===== src/rtl/ssp_pkg.sv =====
package ssp_pkg;

  localparam int OFF_CTRL0  = 'h000;
  localparam int OFF_CTRL1  = 'h004;
  localparam int OFF_DATA   = 'h008;
  localparam int OFF_STAT   = 'h00C;
  localparam int OFF_PSC    = 'h010;
  localparam int OFF_MASK   = 'h014;
  localparam int OFF_RAW    = 'h018;
  localparam int OFF_MIS    = 'h01C;
  localparam int OFF_IDBASE = 'hFE0;

  // control 1 bit positions
  localparam int C1_LOOP = 0;
  localparam int C1_EN   = 1;

  // status bit positions
  localparam int ST_TEMPTY = 0;
  localparam int ST_TNFULL = 1;
  localparam int ST_RNEMPT = 2;
  localparam int ST_RFULL  = 3;
  localparam int ST_BUSY   = 4;

  // interrupt bit positions
  localparam int IRQ_RXLVL = 2;
  localparam int IRQ_TXLVL = 3;

  typedef enum logic [1:0] {ENG_IDLE, ENG_LOW, ENG_HIGH, ENG_GAP} eng_state_t;

  // Mask keeping the low (fsz+1) bits of a word.
  function automatic logic [15:0] frame_mask(input logic [3:0] fsz);
    logic [16:0] m;
    m = (17'd1 << ({1'b0, fsz} + 5'd1)) - 17'd1;
    return m[15:0];
  endfunction

  // Clock cycles per sclk phase: (even prescaler, min 2) / 2 * (1 + rate).
  function automatic logic [15:0] phase_len(input logic [7:0] psc, input logic [7:0] rate);
    logic [7:0] ev;
    ev = psc & 8'hFE;
    if (ev < 8'd2) ev = 8'd2;
    return 16'(ev[7:1]) * (16'(rate) + 16'd1);
  endfunction

  function automatic logic [7:0] id_byte(input logic [2:0] idx);
    case (idx)
      3'd0: return 8'h22;
      3'd1: return 8'h10;
      3'd2: return 8'h04;
      3'd3: return 8'h00;
      3'd4: return 8'h0D;
      3'd5: return 8'hF0;
      3'd6: return 8'h05;
      default: return 8'hB1;
    endcase
  endfunction

endpackage


===== src/rtl/ssp_fifo.sv =====
module ssp_fifo #(
  parameter int W     = 16,
  parameter int DEPTH = 8
) (
  input  logic                       clk,
  input  logic                       rst_n,
  input  logic                       push,
  input  logic [W-1:0]               wdata,
  input  logic                       pop,
  output logic [W-1:0]               rdata,
  output logic [$clog2(DEPTH):0]     count,
  output logic                       full,
  output logic                       empty
);
  localparam int PW = $clog2(DEPTH);
  localparam int CW = PW + 1;

  logic [W-1:0]  mem [DEPTH];
  logic [PW-1:0] wr_ptr, rd_ptr;

  function automatic logic [PW-1:0] nxt(input logic [PW-1:0] p);
    return (p == PW'(DEPTH - 1)) ? '0 : p + PW'(1);
  endfunction

  assign full  = (count == CW'(DEPTH));
  assign empty = (count == '0);
  assign rdata = mem[rd_ptr];

  always_ff @(posedge clk) begin
    if (push) mem[wr_ptr] <= wdata;
  end

  always_ff @(posedge clk or negedge rst_n) begin
    if (!rst_n) begin
      wr_ptr <= '0;
      rd_ptr <= '0;
      count  <= '0;
    end else begin
      if (push) wr_ptr <= nxt(wr_ptr);
      if (pop)  rd_ptr <= nxt(rd_ptr);
      case ({push, pop})
        2'b10:   count <= count + CW'(1);
        2'b01:   count <= count - CW'(1);
        default: count <= count;
      endcase
    end
  end


  no_overflow_chk: assert property (@(posedge clk) disable iff (!rst_n) push |-> !full);

  no_underflow_chk: assert property (@(posedge clk) disable iff (!rst_n) pop |-> !empty);

endmodule


===== src/rtl/ssp_shifter.sv =====
module ssp_shifter
  import ssp_pkg::*;
#(
  parameter int DW = 16
) (
  input  logic          clk,
  input  logic          rst_n,
  input  logic          start,
  input  logic [DW-1:0] tx_word,
  input  logic [3:0]    fsz,
  input  logic [15:0]   half,
  input  logic          loopback,
  input  logic          miso,
  output logic          sclk,
  output logic          mosi,
  output logic          cs_n,
  output logic          done,
  output logic [DW-1:0] rx_word,
  output logic          idle
);
  localparam int BW = $clog2(DW);
  localparam int TW = 17;

  eng_state_t    state;
  logic [TW-1:0] timer;
  logic [15:0]   half_l;
  logic [BW-1:0] bit_idx;
  logic [DW-1:0] word;
  logic [DW-1:0] acc;
  logic          lb_l;
  logic          in_frame;
  logic          tick;
  logic          sample_bit;

  assign tick       = (timer == '0);
  assign in_frame   = (state == ENG_LOW) || (state == ENG_HIGH);
  assign sample_bit = lb_l ? word[bit_idx] : miso;

  assign idle    = (state == ENG_IDLE);
  assign done    = (state == ENG_HIGH) && tick && (bit_idx == '0);
  assign rx_word = acc;
  assign cs_n    = !(in_frame && !lb_l);
  assign sclk    = (state == ENG_HIGH) && !lb_l;
  assign mosi    = in_frame && !lb_l && word[bit_idx];

  always_ff @(posedge clk or negedge rst_n) begin
    if (!rst_n) begin
      state   <= ENG_IDLE;
      timer   <= '0;
      half_l  <= 16'd1;
      bit_idx <= '0;
      word    <= '0;
      acc     <= '0;
      lb_l    <= 1'b0;
    end else begin
      case (state)
        ENG_IDLE: if (start) begin
          state   <= ENG_LOW;
          half_l  <= half;
          timer   <= {1'b0, half} - TW'(1);
          bit_idx <= BW'(fsz);
          word    <= tx_word;
          acc     <= '0;
          lb_l    <= loopback;
        end
        ENG_LOW: if (tick) begin
          state <= ENG_HIGH;
          timer <= {1'b0, half_l} - TW'(1);
          acc   <= {acc[DW-2:0], sample_bit};
        end else timer <= timer - TW'(1);
        ENG_HIGH: if (tick) begin
          if (bit_idx == '0) begin
            state <= ENG_GAP;
            timer <= {half_l, 1'b0} - TW'(1);
          end else begin
            state   <= ENG_LOW;
            bit_idx <= bit_idx - BW'(1);
            timer   <= {1'b0, half_l} - TW'(1);
          end
        end else timer <= timer - TW'(1);
        default: if (tick) state <= ENG_IDLE;
                 else timer <= timer - TW'(1);
      endcase
    end
  end


  start_idle_chk: assert property (@(posedge clk) disable iff (!rst_n) start |-> idle);

  sclk_in_frame_chk: assert property (@(posedge clk) disable iff (!rst_n) sclk |-> !cs_n);

  lb_quiet_chk: assert property (@(posedge clk) disable iff (!rst_n)
    (lb_l && !idle) |-> (cs_n && !sclk && !mosi));

  cs_gap_chk: assert property (@(posedge clk) disable iff (!rst_n) $rose(cs_n) |=> cs_n);

endmodule


===== src/rtl/ssp_ctrl.sv =====
module ssp_ctrl
  import ssp_pkg::*;
#(
  parameter int DW         = 16,
  parameter int FIFO_DEPTH = 8,
  parameter int AW         = 12
) (
  input  logic          clk,
  input  logic          rst_n,
  input  logic          bus_sel,
  input  logic          bus_wr,
  input  logic [AW-1:0] bus_addr,
  input  logic [DW-1:0] bus_wdata,
  output logic [DW-1:0] bus_rdata,
  output logic          sclk,
  output logic          mosi,
  output logic          cs_n,
  input  logic          miso,
  output logic          irq
);
  localparam int CW    = $clog2(FIFO_DEPTH) + 1;
  localparam int LEVEL = FIFO_DEPTH / 2;

  logic [DW-1:0] ctrl0;
  logic [3:0]    ctrl1;
  logic [7:0]    psc;
  logic [3:0]    imask;

  logic [DW-1:0] tx_head, rx_head, eng_rx;
  logic [CW-1:0] tx_cnt, rx_cnt;
  logic          tx_full, tx_empty, rx_full, rx_empty;
  logic          tx_push, rx_pop, eng_start, eng_done, eng_idle;
  logic          wr_hit, rd_hit;
  logic [4:0]    status;
  logic [3:0]    raw_irq;
  logic [DW-1:0] cur_mask;

  assign wr_hit   = bus_sel && bus_wr;
  assign rd_hit   = bus_sel && !bus_wr;
  assign cur_mask = frame_mask(ctrl0[3:0]);

  assign tx_push   = wr_hit && (bus_addr == AW'(OFF_DATA)) && !tx_full;
  assign rx_pop    = rd_hit && (bus_addr == AW'(OFF_DATA)) && !rx_empty;
  assign eng_start = eng_idle && ctrl1[C1_EN] && !tx_empty && !rx_full;

  always_ff @(posedge clk or negedge rst_n) begin
    if (!rst_n) begin
      ctrl0 <= '0;
      ctrl1 <= '0;
      psc   <= '0;
      imask <= '0;
    end else if (wr_hit) begin
      case (bus_addr)
        AW'(OFF_CTRL0): ctrl0 <= bus_wdata;
        AW'(OFF_CTRL1): ctrl1 <= bus_wdata[3:0];
        AW'(OFF_PSC):   psc   <= bus_wdata[7:0];
        AW'(OFF_MASK):  imask <= bus_wdata[3:0];
        default: ;
      endcase
    end
  end

  ssp_fifo #(.W(DW), .DEPTH(FIFO_DEPTH)) u_txq (
    .clk(clk), .rst_n(rst_n),
    .push(tx_push), .wdata(bus_wdata & cur_mask),
    .pop(eng_start), .rdata(tx_head),
    .count(tx_cnt), .full(tx_full), .empty(tx_empty)
  );

  ssp_fifo #(.W(DW), .DEPTH(FIFO_DEPTH)) u_rxq (
    .clk(clk), .rst_n(rst_n),
    .push(eng_done), .wdata(eng_rx),
    .pop(rx_pop), .rdata(rx_head),
    .count(rx_cnt), .full(rx_full), .empty(rx_empty)
  );

  ssp_shifter #(.DW(DW)) u_eng (
    .clk(clk), .rst_n(rst_n),
    .start(eng_start), .tx_word(tx_head),
    .fsz(ctrl0[3:0]), .half(phase_len(psc, ctrl0[15:8])),
    .loopback(ctrl1[C1_LOOP]), .miso(miso),
    .sclk(sclk), .mosi(mosi), .cs_n(cs_n),
    .done(eng_done), .rx_word(eng_rx), .idle(eng_idle)
  );

  always_comb begin
    status = '0;
    status[ST_TEMPTY] = tx_empty;
    status[ST_TNFULL] = !tx_full;
    status[ST_RNEMPT] = !rx_empty;
    status[ST_RFULL]  = rx_full;
    status[ST_BUSY]   = !tx_empty;
    raw_irq = '0;
    raw_irq[IRQ_RXLVL] = (rx_cnt >= CW'(LEVEL));
    raw_irq[IRQ_TXLVL] = (tx_cnt <= CW'(LEVEL));
  end

  assign irq = |(raw_irq & imask);

  always_comb begin
    bus_rdata = '0;
    if (bus_addr >= AW'(OFF_IDBASE)) begin
      bus_rdata = DW'(id_byte(bus_addr[4:2]));
    end else begin
      case (bus_addr)
        AW'(OFF_CTRL0): bus_rdata = ctrl0;
        AW'(OFF_CTRL1): bus_rdata = DW'(ctrl1);
        AW'(OFF_DATA):  bus_rdata = rx_empty ? '0 : rx_head;
        AW'(OFF_STAT):  bus_rdata = DW'(status);
        AW'(OFF_PSC):   bus_rdata = DW'(psc);
        AW'(OFF_MASK):  bus_rdata = DW'(imask);
        AW'(OFF_RAW):   bus_rdata = DW'(raw_irq);
        AW'(OFF_MIS):   bus_rdata = DW'(raw_irq & imask);
        default:        bus_rdata = '0;
      endcase
    end
  end


  disabled_hold_chk: assert property (@(posedge clk) disable iff (!rst_n)
    (!ctrl1[C1_EN] && eng_idle) |=> eng_idle);

  rx_room_chk: assert property (@(posedge clk) disable iff (!rst_n)
    (rx_full && eng_idle) |=> !eng_done);

endmodule


===== config.mk =====
export PLATFORM = sky130hd
export DESIGN_NAME = ssp_ctrl
export DESIGN_NICKNAME = d
export VERILOG_FILES = /design/src/rtl/ssp_pkg.sv /design/src/rtl/ssp_fifo.sv /design/src/rtl/ssp_shifter.sv /design/src/rtl/ssp_ctrl.sv
export SDC_FILE = /design/constraint.sdc
export NUM_CORES = 1
export LEC_CHECK = 0
export ABC_AREA = 1
export ABC_CLOCK_PERIOD_IN_PS = 5700
export BUFFER_PORTS_ARGS = -buffer_cell sky130_fd_sc_hd__buf_2
export CAP_MARGIN = 20
export CORE_UTILIZATION = 35
export CTS_BUF_LIST = sky130_fd_sc_hd__clkbuf_4 sky130_fd_sc_hd__clkbuf_8
export CTS_CLUSTER_SIZE = 16
export DETAILED_ROUTE_END_ITERATION = 12
export SLEW_MARGIN = 20
export SYNTH_ARGS = -nofsm -noshare
export SYNTH_HDL_FRONTEND = slang
export SYNTH_SLANG_ARGS = --single-unit

===== constraint.sdc =====
create_clock -name clk -period 5.7 [get_ports clk]
set_clock_uncertainty 0.1 [all_clocks]
set_input_delay 0.57 -clock clk [delete_from_list [all_inputs] [get_ports clk]]
set_output_delay 0.57 -clock clk [all_outputs]
set_load 0.03 [all_outputs]

# After elaboration in Yosys (flattened, before gate mapping)
# Memories as Yosys holds them, arrays and structs flattened. A register that Yosys moved wholly into a read port is not among the register bits.
# Index checks and enable logic that the tools add are counted.
totals:
  wordCells: 156
  n_memories: 2
  ram_bits: 256
  ff_bits: 108
op_classes:
  add_sub_neg: 16
  n_bitwise: 3
  shifts: 1
  eq_ne: 30
  n_mul: 1
  n_mux: 37
  n_reduce_logical: 45
  n_lt_le_gt_ge: 5
memory_table:
  columns: ["name", "depth", "word_bits", "read_ports", "rd_clocked_by_memory_dff", "wr", "line_no", "rtl"]
  rows:
  - ["u_rxq.mem", 8, 16, 1, 0, 1, "ssp_fifo.sv:18", "logic [W-1:0] mem [DEPTH];"]
  - ["u_txq.mem", 8, 16, 1, 1, 1, "ssp_fifo.sv:18", null]
ops:
  columns: ["op", "n"]
  rows:
  - ["one-hot mux 16 bit (8 select lines)", 1]
  - ["2-to-1 mux 17 bit", 5]
  - ["2-to-1 mux 16 bit", 4]
  - ["one-hot mux 8 bit (7 select lines)", 1]
  - ["one-hot mux 17 bit (3 select lines)", 1]
  - ["equality test 12 x 5 -> 1 bit (second input constant)", 4]
  - ["subtractor 16 x 1 -> 17 bit (second input constant)", 2]
  - ["subtractor 17 x 1 -> 17 bit (second input constant)", 2]
  - ["one-hot mux 16 bit (2 select lines)", 1]
  - ["equality test 12 x 4 -> 1 bit (second input constant)", 2]
  - ["one-hot mux 4 bit (2 select lines)", 3]
  - ["equality test 3 bit (second input constant)", 7]
  - ["zero test 17 bit", 1]
  - ["bitwise AND 16 bit", 1]
  - ["multiplier 7 x 9 -> 16 bit", 1]
  - ["<< shifter 1 x 5 -> 16 bit (first input constant)", 1]
  - ["subtractor 16 x 1 -> 16 bit (second input constant)", 1]
  - ["logical AND 1 bit", 14]
  - ["adder 3 x 1 -> 3 bit (second input constant)", 4]
  - ["equality test 12 x 3 -> 1 bit (second input constant)", 1]
  - ["greater-or-equal comparator 12 bit (second input constant)", 1]
  - ["zero test 12 bit", 1]
  - ["zero test 4 bit", 3]
  - ["2-to-1 mux 3 bit", 4]
  - ["32 further kinds", 72]

# Logic depth before layout (Yosys ltp)
# Gate-level depths: netlist of the first run.
depth:
  ltp_word: 6
  mapped_depth: 31
  mapped_depth_nobuf: 31

# Modules after synthesis
# A second synthesis of the first run with hierarchy kept.
unflattened:
  cells_unflattened: 2332
  area_unflattened_um2: 20940.1
modules_own_cells:
  columns: ["mod", "cells_per_inst", "instances", "area_per_inst_um2", "seq_area_each_um2"]
  rows:
  - ["ssp_fifo at u_txq", 443, 1, 5555.3, 4093.9]
  - ["ssp_fifo at u_rxq", 441, 1, 5549.1, 4093.9]
  - ["ssp_shifter", 773, 1, 5215.0, 1803.0]
  - ["ssp_ctrl", 675, 1, 4620.7, 800.8]

# Worst setup path before layout of the first run
# Ideal clock, no wire load.
synth_timing:
  kind: "reg2reg"
  from: "register ctrl0[8]"
  to: "register u_eng.timer[14]"
  path_stages_with_launch: 28
  synth_period_minus_slack_ns: 5.187
  n_path_buf: 0
  arrival_ns: 4.971
  setup_ns: 0.117
  slack_ns: 0.513
  path_cell_list: "dfrtp_1 -> inv_1 -> nor3_2 -> nand4_1 -> nor2_1 -> xor2_1 -> nor2_1 -> fa_1 -> fa_1 -> fa_1 -> inv_1 -> fa_1 -> inv_1 -> ha_1 -> nand2_1 -> inv_1 -> a21oi_1 -> nand2_1 -> nand2_1 -> nand2_1 -> nor2_1 -> nand3_1 -> nor2_1 -> nand3_1 -> nand3_1 -> nand2_1 -> nand2_1 -> nand2_1"
synth_between:
  elab_chain_len: 5
synth_rtl:
  columns: ["item", "line_no", "rtl"]
  rows:
  - ["start: declaration", "ssp_ctrl.sv:24", "logic [DW-1:0] ctrl0;"]
  - ["start signal: assignment", "ssp_ctrl.sv:54", "AW'(OFF_CTRL0): ctrl0 <= bus_wdata;"]
  - ["adder 8 x 1 -> 9 bit", "ssp_pkg.sv:42", "return 16'(ev[7:1]) * (16'(rate) + 16'd1);"]
  - ["multiplier 7 x 9 -> 16 bit", "ssp_pkg.sv:42", null]
  - ["subtractor 16 x 1 -> 17 bit", "ssp_shifter.sv:60", "timer <= {1'b0, half} - TW'(1);"]
  - ["2-to-1 mux 17 bit", "ssp_shifter.sv:57", "ENG_IDLE: if (start) begin"]
  - ["one-hot mux 17 bit (3 select lines)", "ssp_shifter.sv:56", "case (state)"]
  - ["end signal: assignment", "ssp_shifter.sv:60", null]
  - ["end signal: assignment", "ssp_shifter.sv:68", "timer <= {1'b0, half_l} - TW'(1);"]
  - ["end signal: assignment", "ssp_shifter.sv:70", "end else timer <= timer - TW'(1);"]
  - ["end: declaration", "ssp_shifter.sv:25", "logic [TW-1:0] timer;"]
# No other way between the ends. The select of a mux whose other input is x is not followed.
# A chain may end at the register's enable or synchronous reset.

# Final worst setup path of the first run
layout_timing:
  from: "register ctrl0[8]"
  to: "register u_eng.timer[13]"
# Same word-level chain as after synthesis.

==> results of run 1 <==
==> flip-flops by register name, summed over array words and instances, names as in the netlist, 8 cells and up <==
signal,flops
ctrl0,16
psc,8
u_eng.half_l,16
u_eng.rx_word,16
u_eng.timer,17
u_eng.word,16
u_rxq.mem,128
u_txq.mem,128
==> cell usage in the layout, fill, tap and decap left out, types with 4 or more instances in the layout <==
cell         n
or2_1        4
nor2_1     302
xnor2_1     13
o221ai_1    42
nor3_1      15
clkinv_2    10
a221oi_1     4
o21ai_1      9
nor2_2      10
inv_1      250
edfxtp_1   256
or2_2        4
o2111ai_1    5
nor2_4       6
clkbuf_8    76
clkinv_1     9
buf_2       51
nand2_1    330
ha_1        57
nand4_1     21
o21ai_0    249
o22ai_1     56
dfrtp_1    121
nand2_2      8
a21oi_1     44
clkbuf_4    22
a211oi_1     8
nor3_2      17
nand3_1     99
buf_4       34
inv_2        4
fa_1        36
o211ai_1    15
xor2_1      24
nor3_4       4
a31oi_1      6
==> how the worst max path moves through the flow <==
stage | slack, ns | depth (start not counted) | start | endpoint
after floorplan | 0.51 | 27 | ctrl0[8]$_DFFE_PN0P_ | u_eng.timer[14]$_DFFE_PN0P_
after global placement | 0.28 | 28 | ctrl0[8]$_DFFE_PN0P_ | u_eng.timer[11]$_DFFE_PN0P_
after detailed placement | 0.19 | 28 | ctrl0[8]$_DFFE_PN0P_ | u_eng.timer[13]$_DFFE_PN0P_
after CTS | 0.21 | 28 | ctrl0[8]$_DFFE_PN0P_ | u_eng.timer[13]$_DFFE_PN0P_
after global routing | -0.004 | 27 | ctrl0[8]$_DFFE_PN0P_ | u_eng.timer[14]$_DFFE_PN0P_
final | 0.35 | 27 | ctrl0[8]$_DFFE_PN0P_ | u_eng.timer[13]$_DFFE_PN0P_
==> metal layers <==
layer | global-route usage | vias up
met5 | 0 | -
met4 | 0.0738 | 0
met3 | 0.0471 | 124
met2 | 0.294 | 561
met1 | 0.257 | 7564
li1 | - | 7476
==> timing repair <==
| action | CTS | global route |
|---|---|---|
| buffers inserted | 0 | 1 |
| endpoints found under the setup margin | 0 | 8 |
| gates resized for setup | 0 | 15 |
| endpoints found under the hold margin | 85 | 0 |
| hold buffers | 1 | 0 |
==> stage by stage <==
step | setup slack (ns) | TNS [ns] | cells | hold slack (ns) | area (sq um)
after floorplan | 0.513 | 0 | 2129 | 0.174 | 20000
after global placement | 0.277 | 0 | 2896 | 0.365 | 21300
after detailed placement | 0.194 | 0 | 2896 | 0.363 | 21300
after CTS | 0.214 | 0 | 3020 | 0.113 | 22700
after global routing | -0.00353 | -0.00809 | 3023 | 0.136 | 22800
final | 0.350 | 0 | 3023 | 0.156 | 22800
==> synth_stat cells, drive strengths merged <==
master,n
nor3,36
nor2,318
a21o,1
fa,36
edfxtp,256
a31oi,6
or2,8
clkinv,3
a21boi,1
o21a,3
buf,12
clkbuf,62
o22ai,56
o31ai,1
dfrtp,123
nand3b,3
xor2,25
nand3,102
and3,1
o2111a,1
xnor2,13
o211ai,15
o21bai,1
o21ai,258
a22oi,3
a21oi,46
nand2,339
a211oi,8
o2111ai,5
nand4,23
o221ai,42
a221oi,4
dfstp,1
nor4,4
inv,254
conb,1
ha,58
==> critical path: stages (launching register included) <==
cell     delay [ns]
dfrtp_2        0.42
inv_1          0.10
nor3_4         0.22
nand4_1        0.19
nor2_1         0.17
xor2_1         0.20
nor2_1         0.08
fa_1           0.52
fa_1           0.44
fa_1           0.54
inv_1          0.05
fa_1           0.53
inv_1          0.04
ha_1           0.35
nand2_1        0.10
inv_1          0.07
a21oi_2        0.15
nand2_1        0.08
nand2_1        0.06
nand2_1        0.07
inv_1          0.11
nand2_1        0.11
nor2_4         0.17
nand3_1        0.09
nand3_1        0.10
nand3_1        0.08
nand2_1        0.08
nand2_1        0.06
==> report_power, final <==
| group | leakage [nW] | total (W) | internal (W) | switching, W |
|---|---|---|---|---|
| combinational | 4.71 | 0.00124 | 0.000378 | 0.000859 |
| sequential | 4.08 | 0.00312 | 0.00301 | 0.000112 |
| clock | 0.738 | 0.00259 | 0.00140 | 0.00119 |
| total | 9.53 | 0.00695 | 0.00479 | 0.00216 |
==> cell type report <==
cell class / instances / area share
inverter: 257 / 0.0424
multi-input combinational: 1418 / 0.356
timing repair buffer: 88 / 0.0246
clock inverter: 25 / 0.00775
clock buffer: 98 / 0.0532
tap: 756 / 0.0415
antenna: 1 / 0.000110
sequential: 380 / 0.474
==> logic make-up (layout without fill, tap and decap cells) <==
group	after synthesis	in the layout	synth area share
other	1	2	0.000187
and+or+nand+nor	834	834	0.178
AOI/OAI and AO/OA	451	451	0.131
adders and majority gates	94	94	0.0722
buffers and inverters	331	468	0.0632
DFF	380	380	0.539
xor gates and xnor gates	38	38	0.0166
==> out/qor.txt, run 1 <==
Status: complete, no violations
Reg2reg end: u_eng.timer[13]$_DFFE_PN0P_
Residual DRC count: 0
CTS tree: built
DR iter-0 viols: 1361
Critical-path maximum fanout: 7
Top cells by area, synth: edfxtp_1 38%, dfrtp_1 15%, nand2_1 6.2%
Num Clock Sinks: 380
Setup violators final: 0
Util after Layout: 0.403
CP Launch Type: register
Final wirelength: 54600 um
R2R Path Start: ctrl0[8]$_DFFE_PN0P_
Fmax: 0.187 GHz
Final Hold Fails: 0
Critical Path RT: 6.12 ns
# IOs: 53
Synth Instances: 2129
Final Power: 0.00695 W
Max-cap violation count: 0
DPL Wire Length: 36700 um
WS Path Type: reg -> reg
Yosys reg bits: 380
Root Driver: clkbuf_8
Area of the multi-input gates: 0.00811 sq mm
DR pass1 iterations: 6
Initial antenna violation count: 1
WP data arrival: 5.77 ns
# rows: 87
Die height: 241 um
Hold WC Path Type: in -> reg
Number of fill cells in the layout: 5557
Worst Tran Pin Value: 1.04 ns
Leak: 9.53 nW
Met2 routed WL: 24500 um
Clk slew on worst S/H paths: 0.06 ns
First-pass GRT wire length: 84500 um
Synth top area share: 0.384
Nets@finish: 2341
Seq/Total Area, Yosys: 0.539
Post-synth top area cell: edfxtp_1
Peak supply drop: 229 uV
Number of global-route vias before repair: 15200
Layout cells sized above 1: 0.120
Area delta synth->final: 13.7%
Syn_area_per_cell: 9.41 sq um
Largest net degree at the start of global routing: 88
Hold Path Sink: imask[1]$_DFFE_PN0P_
Reg2reg path depth: 27
Clock buffer depth: 3
Final-report max-slew violation count: 0
Mean number of vias per cell: 5.20
CTS H-tree lvls: 3
Die X: 241 um
Syn_nets: 2256
Die ar.: 0.0582 sq mm
Worst-skew pair later-pin latency: 0.64 ns
Core Region: 0.0565 sq mm
Cell area after synthesis: 0.0200 sq mm
PD cells: 305 mW/mm^2
Cell depth of the worst hold path: 3
DRT met1 WL: 24300 um
Initial core utilization: 0.355
Crit path capture type: register
Clock buffer count from CTS: 69
Sequential Area: 0.0108 sq mm
GR Overflow Total: 0
Routability cong.: 0.896
Antenna-violating nets left: 0
IO Port Bufs: 52
YS warnings: 0
Headroom to the max-slew limit: 0.308
Worst Hold Launch: bus_wdata[1]
Cell variety after synth: 53
Overall Global Routing Usage: 0.190
R2R setup slack: 0.35 ns
Uppermost routed layer: met4
Period utilization: 0.939
Routed via count: 15700
WL/cell: 18.1 um
Tmin final: 5.35 ns
Metal3 WL: 4140 um
Note: power is estimated with default switching activity, not from simulation.
==> run 2: changes to the inputs <==
--- a/config.mk
+++ b/config.mk
@@ -16,4 +16,5 @@
 export SLEW_MARGIN = 20
 export SYNTH_ARGS = -nofsm -noshare
 export SYNTH_HDL_FRONTEND = slang
+export SYNTH_HIERARCHICAL = 1
 export SYNTH_SLANG_ARGS = --single-unit
==> run 2 against run 1 <==
Net effect: die area increased by 4.5%; combinational power increased by 6%; critical path depth increased by 2; clock power about the same; utilization decreased by 0.57 points; sequential share of layout area decreased by 1.4 points; non-clock buffer count increased by 2; largest power group unchanged; global-route usage decreased by 0.23 points.
==> out/qor.txt, run 2 <==
DR iter-0 viols: 1062
Clock buffer depth: 3
Largest net degree at the start of global routing: 67
Core Region: 0.0590 sq mm
Num Clock Sinks: 380
Headroom to the max-slew limit: 0.341
GR Overflow Total: 0
CTS tree: built
Largest regs: u_rxq/mem x128, u_txq/mem x128, u_eng/timer x17
Commonest non-fill, non-tap cells in the layout: 521 x nand2_1, 346 x nor2_1, 256 x edfxtp_1
Root Driver: clkbuf_8
Slowest stage cell, crit path: fa_1
Initial core utilization: 0.355
WP data arrival: 5.84 ns
Post-synth top cells: 524 x nand2_1, 358 x nor2_1, 256 x edfxtp_1
Final worst-path setup slack: 0.276 ns
Final Power: 0.00711 W
Initial antenna violation count: 1
Antenna-violating nets left: 0
Fmax: 0.184 GHz
First-pass GRT wire length: 88700 um
Routed via count: 16400
Setup violators final: 0
Hold WC Path Type: in -> reg
P_sw: 0.00221 W
P_int: 0.00490 W
Worst-skew pair later-pin latency: 0.64 ns
Synth async-reset ratio: 0.326
Yosys reg bits: 380
Combinational Power Share: 0.185
Seq/Total Area, Yosys: 0.515
Status: complete, no violations
Syn_area_per_cell: 8.98 sq um
Setup WS pre-CTS: 0.133 ns
IO Port Bufs: 52
Crit path capture type: register
Final-report max-slew violation count: 0
Cell area after synthesis: 0.0209 sq mm
Die height: 247 um
Synth top area share: 0.367
Critical-path maximum fanout: 6
Count leader, synth: nand2_1
Number of global-route vias before repair: 16100
Die ar.: 0.0608 sq mm
Layout cells sized above 1: 0.130
Synth Instances: 2332
Clock buffer count from CTS: 68
DR pass1 iterations: 5
Top cells by area, synth: edfxtp_1 37%, dfrtp_1 15%, nand2_1 9.4%
# rows: 89
Final wirelength: 56200 um
Clk slew on worst S/H paths: 0.06 ns
DPL Wire Length: 37900 um
CTS H-tree lvls: 3
PD cells: 303 mW/mm^2
Clock power share: 0.368
Mean number of vias per cell: 5.08
Peak supply drop: 269 uV
Max-cap violation count: 0
Post-synth EDFFs: 256
WL/cell: 17.4 um
WS Path Type: reg -> reg
Post-synth top area cell: edfxtp_1
Max incr delay on CP: 0.54 ns
Overall Global Routing Usage: 0.188
Nets@finish: 2533
Critical Path RT: 6.12 ns
Main flop type after synthesis: edfxtp_1
Residual DRC count: 0
Setup TNS: 0 ns
Tmin final: 5.42 ns
Final Hold Fails: 0
Routability cong.: 0.961
RSZ-0062 raised after global routing: yes
Cell variety after synth: 56
Die X: 247 um
Switching share of power: 0.311
Flop pwr share: 0.448
Area delta synth->final: 12.0%
# IOs: 53
CP Launch Type: register
Commonest non-fill, non-tap cell in the layout: nand2_1
Period utilization: 0.952
YS warnings: 6
Syn_nets: 2458
Leak: 10.2 nW
Worst Tran Pin Value: 0.982 ns
Most frequent CP cell: nand2_1
==> run 2: cell count changes in the layout (fill, tap and decap cells not counted), moves of 35 or more <==
cell      before  now
inv_1        250  215
o21ai_1        9   61
nand2_1      330  521
o21ai_0      249  167
nor2_1       302  346
o221ai_1      42    1
==> run 2: routing by layer <==
metal,share of wire,GRT usage
met5,0,0
met4,0.032,0.0782
met3,0.048,0.0286
met2,0.48,0.316
met1,0.44,0.240
==> run 2: worst max-delay path: cells and delay by family, from the launching register on <==
family,cells,cell delay (ns)
compound gates,1,0.22
fa+ha+maj,6,2.53
buf+inv,6,0.52
flops,1,0.39
simple gates,16,1.51
==> run 2: cells by family after synthesis <==
| logic type | synth area share |
|---|---|
| AND/OR/NAND/NOR | 0.222 |
| buffers and inverters | 0.0687 |
| other | 0.000179 |
| multiplexers | 0.00645 |
| adder cells (fa/ha/maj) | 0.0678 |
| flip-flops | 0.515 |
| AO/OA/AOI/OAI | 0.106 |
| XOR/XNOR | 0.0134 |
==> run 2: cell type report <==
cell class,count,area (sq um)
fill,5902,35600
clock inverter,32,255
multi-input combinational,1630,8830
tap,773,967
timing repair buffer,90,554
antenna,1,2.50
clock buffer,92,1150
inverter,237,893
sequential,380,10800
==> run 2: power groups by stage <==
stage / logic [W] / clock network (W) / registers (W)
global placement: 0.00128 / 0 / 0.00323
detailed placement: 0.00129 / 0 / 0.00323
CTS: 0.00130 / 0.00269 / 0.00318
floorplan: 0.000948 / 0 / 0.00318
finish: 0.00131 / 0.00262 / 0.00318
global route: 0.00145 / 0.00282 / 0.00320
==> run 2: repair_timing <==
item / in CTS / in global routing
hold buffers: 1 / 0
resized for setup: 0 / 31
setup endpoints to repair: 0 / 9
endpoints found under the hold margin: 43 / 0
buffers inserted: 0 / 3
==> run 2: final timing paths <==
kind	cells after the start	end	from	slack, ns
worst max-delay path	29	u_eng/timer[16]$_DFFE_PN0P_	ctrl0[8]$_DFFE_PN0P_	0.28
worst min-delay path	3	ctrl0[2]$_DFFE_PN0P_	bus_wdata[2]	0.10
worst max register to register	29	u_eng/timer[16]$_DFFE_PN0P_	ctrl0[8]$_DFFE_PN0P_	0.28
worst min register to register	2	psc[1]$_DFFE_PN0P_	psc[1]$_DFFE_PN0P_	0.39
max in group asynchronous	3	u_rxq/rd_ptr[0]$_DFFE_PN0P_	rst_n	4.13
min in group asynchronous	2	u_eng/timer[10]$_DFFE_PN0P_	rst_n	0.35
==> run 2: metrics by stage <==
| stage | util | std cells | cell area [sq um] | hold WS (ns) |
|---|---|---|---|---|
| 2_1_floorplan | - | 2332 | 20900 | 0.174 |
| 3_3_place_gp | 0.371 | 3106 | 21900 | 0.370 |
| 3_5_place_dp | 0.371 | 3106 | 21900 | 0.378 |
| 4_1_cts | 0.395 | 3231 | 23300 | 0.0546 |
| 5_1_grt | 0.397 | 3235 | 23400 | 0.0991 |
| 6_report | 0.397 | 3235 | 23400 | 0.103 |
==> run 3: changes to the inputs <==
--- a/config.mk
+++ b/config.mk
@@ -9,10 +9,13 @@
 export ABC_CLOCK_PERIOD_IN_PS = 5700
 export BUFFER_PORTS_ARGS = -buffer_cell sky130_fd_sc_hd__buf_2
 export CAP_MARGIN = 20
+export CELL_PAD_IN_SITES_DETAIL_PLACEMENT = 1
+export CELL_PAD_IN_SITES_GLOBAL_PLACEMENT = 1
 export CORE_UTILIZATION = 35
 export CTS_BUF_LIST = sky130_fd_sc_hd__clkbuf_4 sky130_fd_sc_hd__clkbuf_8
 export CTS_CLUSTER_SIZE = 16
 export DETAILED_ROUTE_END_ITERATION = 12
+export PLACE_DENSITY_LB_ADDON = 0.1
 export SLEW_MARGIN = 20
 export SYNTH_ARGS = -nofsm -noshare
 export SYNTH_HDL_FRONTEND = slang
==> run 3 against run 2 <==
Net effect: global-route usage increased by 3.8 points; critical path type unchanged; power grew 2.3%; via count is 1.4% higher; die area did not move; count of clock-buffer cells in the layout increased by 8; sequential power about the same; largest cell class unchanged; non-clock buffer count up 12.
==> out/qor.txt, run 3 (synthesis gave the netlist of run 2 again) <==
Most frequent CP cell: nand2_1
Clock power share: 0.380
CTS tree: built
Nets@finish: 2549
Clock buffer count from CTS: 72
Number of fill cells in the layout: 6840
Worst-skew pair later-pin latency: 0.65 ns
Design area: 0.0237 sq mm
WL/cell: 20.7 um
Initial core utilization: 0.355
Final-report max-slew violation count: 0
Area delta synth->final: 13.2%
DR iter-0 viols: 942
Largest regs: u_rxq/mem x128, u_txq/mem x128, u_eng/timer x17
WP data arrival: 5.83 ns
Commonest non-fill, non-tap cell in the layout: nand2_1
Core Region: 0.0590 sq mm
# IOs: 53
Util after Layout: 0.402
CTS H-tree lvls: 3
Hold WC Path Type: in -> reg
DPL Wire Length: 47400 um
Combinational Power Share: 0.183
Commonest non-fill, non-tap cells in the layout: 517 x nand2_1, 332 x nor2_1, 256 x edfxtp_1
Max-cap violation count: 0
Clk slew on worst S/H paths: 0.06 ns
WS Path Type: reg -> reg
Routed via count: 16700
Tmin final: 5.40 ns
Critical-path maximum fanout: 5
Max incr delay on CP: 0.59 ns
Final wirelength: 67300 um
P_int: 0.00499 W
CP Launch Type: register
Slowest stage cell, crit path: fa_1
Switching share of power: 0.314
Root Driver: clkbuf_8
Area of the multi-input gates: 0.00893 sq mm
First-pass GRT wire length: 103000 um
Layout cells sized above 1: 0.150
Flop pwr share: 0.437
Antenna-violating nets left: 0
Headroom to the max-slew limit: 0.337
Period utilization: 0.948
Status: complete, no violations
Crit path capture type: register
Largest net degree at the start of global routing: 67
Overall Global Routing Usage: 0.226
Routability cong.: 0.853
Die X: 247 um
PD cells: 307 mW/mm^2
Final Hold Fails: 0
Residual DRC count: 0
Sequential Area: 0.0108 sq mm
Die height: 247 um
RSZ-0062 raised after global routing: yes
GR Overflow Total: 0
Initial antenna violation count: 1
Fmax: 0.185 GHz
# rows: 89
Worst Tran Pin Value: 0.992 ns
Setup violators final: 0
Clock buffer depth: 3
Placed cell area: 0.0220 sq mm
Peak supply drop: 162 uV
Num Clock Sinks: 380
Critical Path RT: 6.13 ns
IO Port Bufs: 52
DR pass1 iterations: 5
Mean number of vias per cell: 5.12
Leak: 10.3 nW
Die ar.: 0.0608 sq mm
Number of global-route vias before repair: 17200
P_sw: 0.00229 W
-- run 3: cell types whose count changed in the layout (fill, tap and decap cells not counted), moves of 4 or more --
cell | previous run | this run
clkbuf_4 | 19 | 23
clkbuf_8 | 73 | 77
nand2_1 | 521 | 517
clkinv_1 | 17 | 12
nor2_1 | 346 | 332
buf_4 | 37 | 49
nor2_2 | 19 | 34
nand2_2 | 6 | 10
-- run 3: critical path, delay by kind of cell, from the launching register on --
| family | cells | cell delay (ns) |
|---|---|---|
| buffers and inverters | 2 | 0.12 |
| adder cells (fa/ha/maj) | 6 | 2.61 |
| flip-flops | 1 | 0.38 |
| AO/OA/AOI/OAI | 2 | 0.29 |
| AND/OR/NAND/NOR | 19 | 1.76 |
-- run 3: layer usage --
| metal | track usage | vias to the layer above | part of all wire |
|---|---|---|---|
| li1 | - | 7980 | - |
| met1 | 0.317 | 8294 | 0.48 |
| met2 | 0.351 | 290 | 0.45 |
| met3 | 0.0386 | 100 | 0.039 |
| met4 | 0.0757 | 0 | 0.028 |
| met5 | 0 | - | 0 |
-- run 3: repair_timing --
action                                  4_1_cts  5_1_grt
buffers inserted                              0        6
endpoints found under the setup margin        0       10
endpoints found under the hold margin        50        0
gates resized for setup                       0       50
hold buffers                                  1        0
-- run 3: cell type report --
| class | instances | area share |
|---|---|---|
| antenna | 1 | 0.000106 |
| inverter | 237 | 0.0376 |
| clock buffer | 100 | 0.0520 |
| multi-input combinational | 1630 | 0.376 |
| sequential | 380 | 0.455 |
| tap | 773 | 0.0408 |
| timing repair buffer | 102 | 0.0272 |
| clock inverter | 31 | 0.0107 |
-- run 3: power by group through the flow --
stage | clock (W) | combinational [W] | sequential (W)
2_1_floorplan | 0 | 0.000948 | 0.00318
3_3_place_gp | 0 | 0.00132 | 0.00323
3_5_place_dp | 0 | 0.00134 | 0.00324
4_1_cts | 0.00286 | 0.00135 | 0.00318
5_1_grt | 0.00297 | 0.00151 | 0.00320
6_report | 0.00276 | 0.00133 | 0.00318
-- run 3: worst paths after layout --
| path | from | end | slack [ns] | cells past startpoint |
|---|---|---|---|---|
| worst max register to register | ctrl0[8]$_DFFE_PN0P_ | u_eng/timer[14]$_DFFE_PN0P_ | 0.30 | 29 |
| worst min-delay path | bus_wdata[8] | ctrl0[8]$_DFFE_PN0P_ | 0.12 | 3 |
| worst min register to register | psc[1]$_DFFE_PN0P_ | psc[1]$_DFFE_PN0P_ | 0.40 | 2 |
| max in group asynchronous | rst_n | u_txq/rd_ptr[0]$_DFFE_PN0P_ | 3.89 | 3 |
| min in group asynchronous | rst_n | u_eng/timer[4]$_DFFE_PN0P_ | 0.38 | 2 |
| worst max-delay path | ctrl0[8]$_DFFE_PN0P_ | u_eng/timer[14]$_DFFE_PN0P_ | 0.30 | 29 |
-- run 3: stage by stage --
step	setup slack, ns	hold WS (ns)	total power (W)	TNS (ns)	std cells
2_1_floorplan	0.521	0.174	0.00413	0	2332
3_3_place_gp	0.146	0.369	0.00455	0	3115
3_5_place_dp	0.0496	0.388	0.00458	0	3115
4_1_cts	0.0380	0.0626	0.00739	0	3247
5_1_grt	-0.0512	0.0999	0.00769	-0.0621	3254
6_report	0.296	0.116	0.00727	0	3254
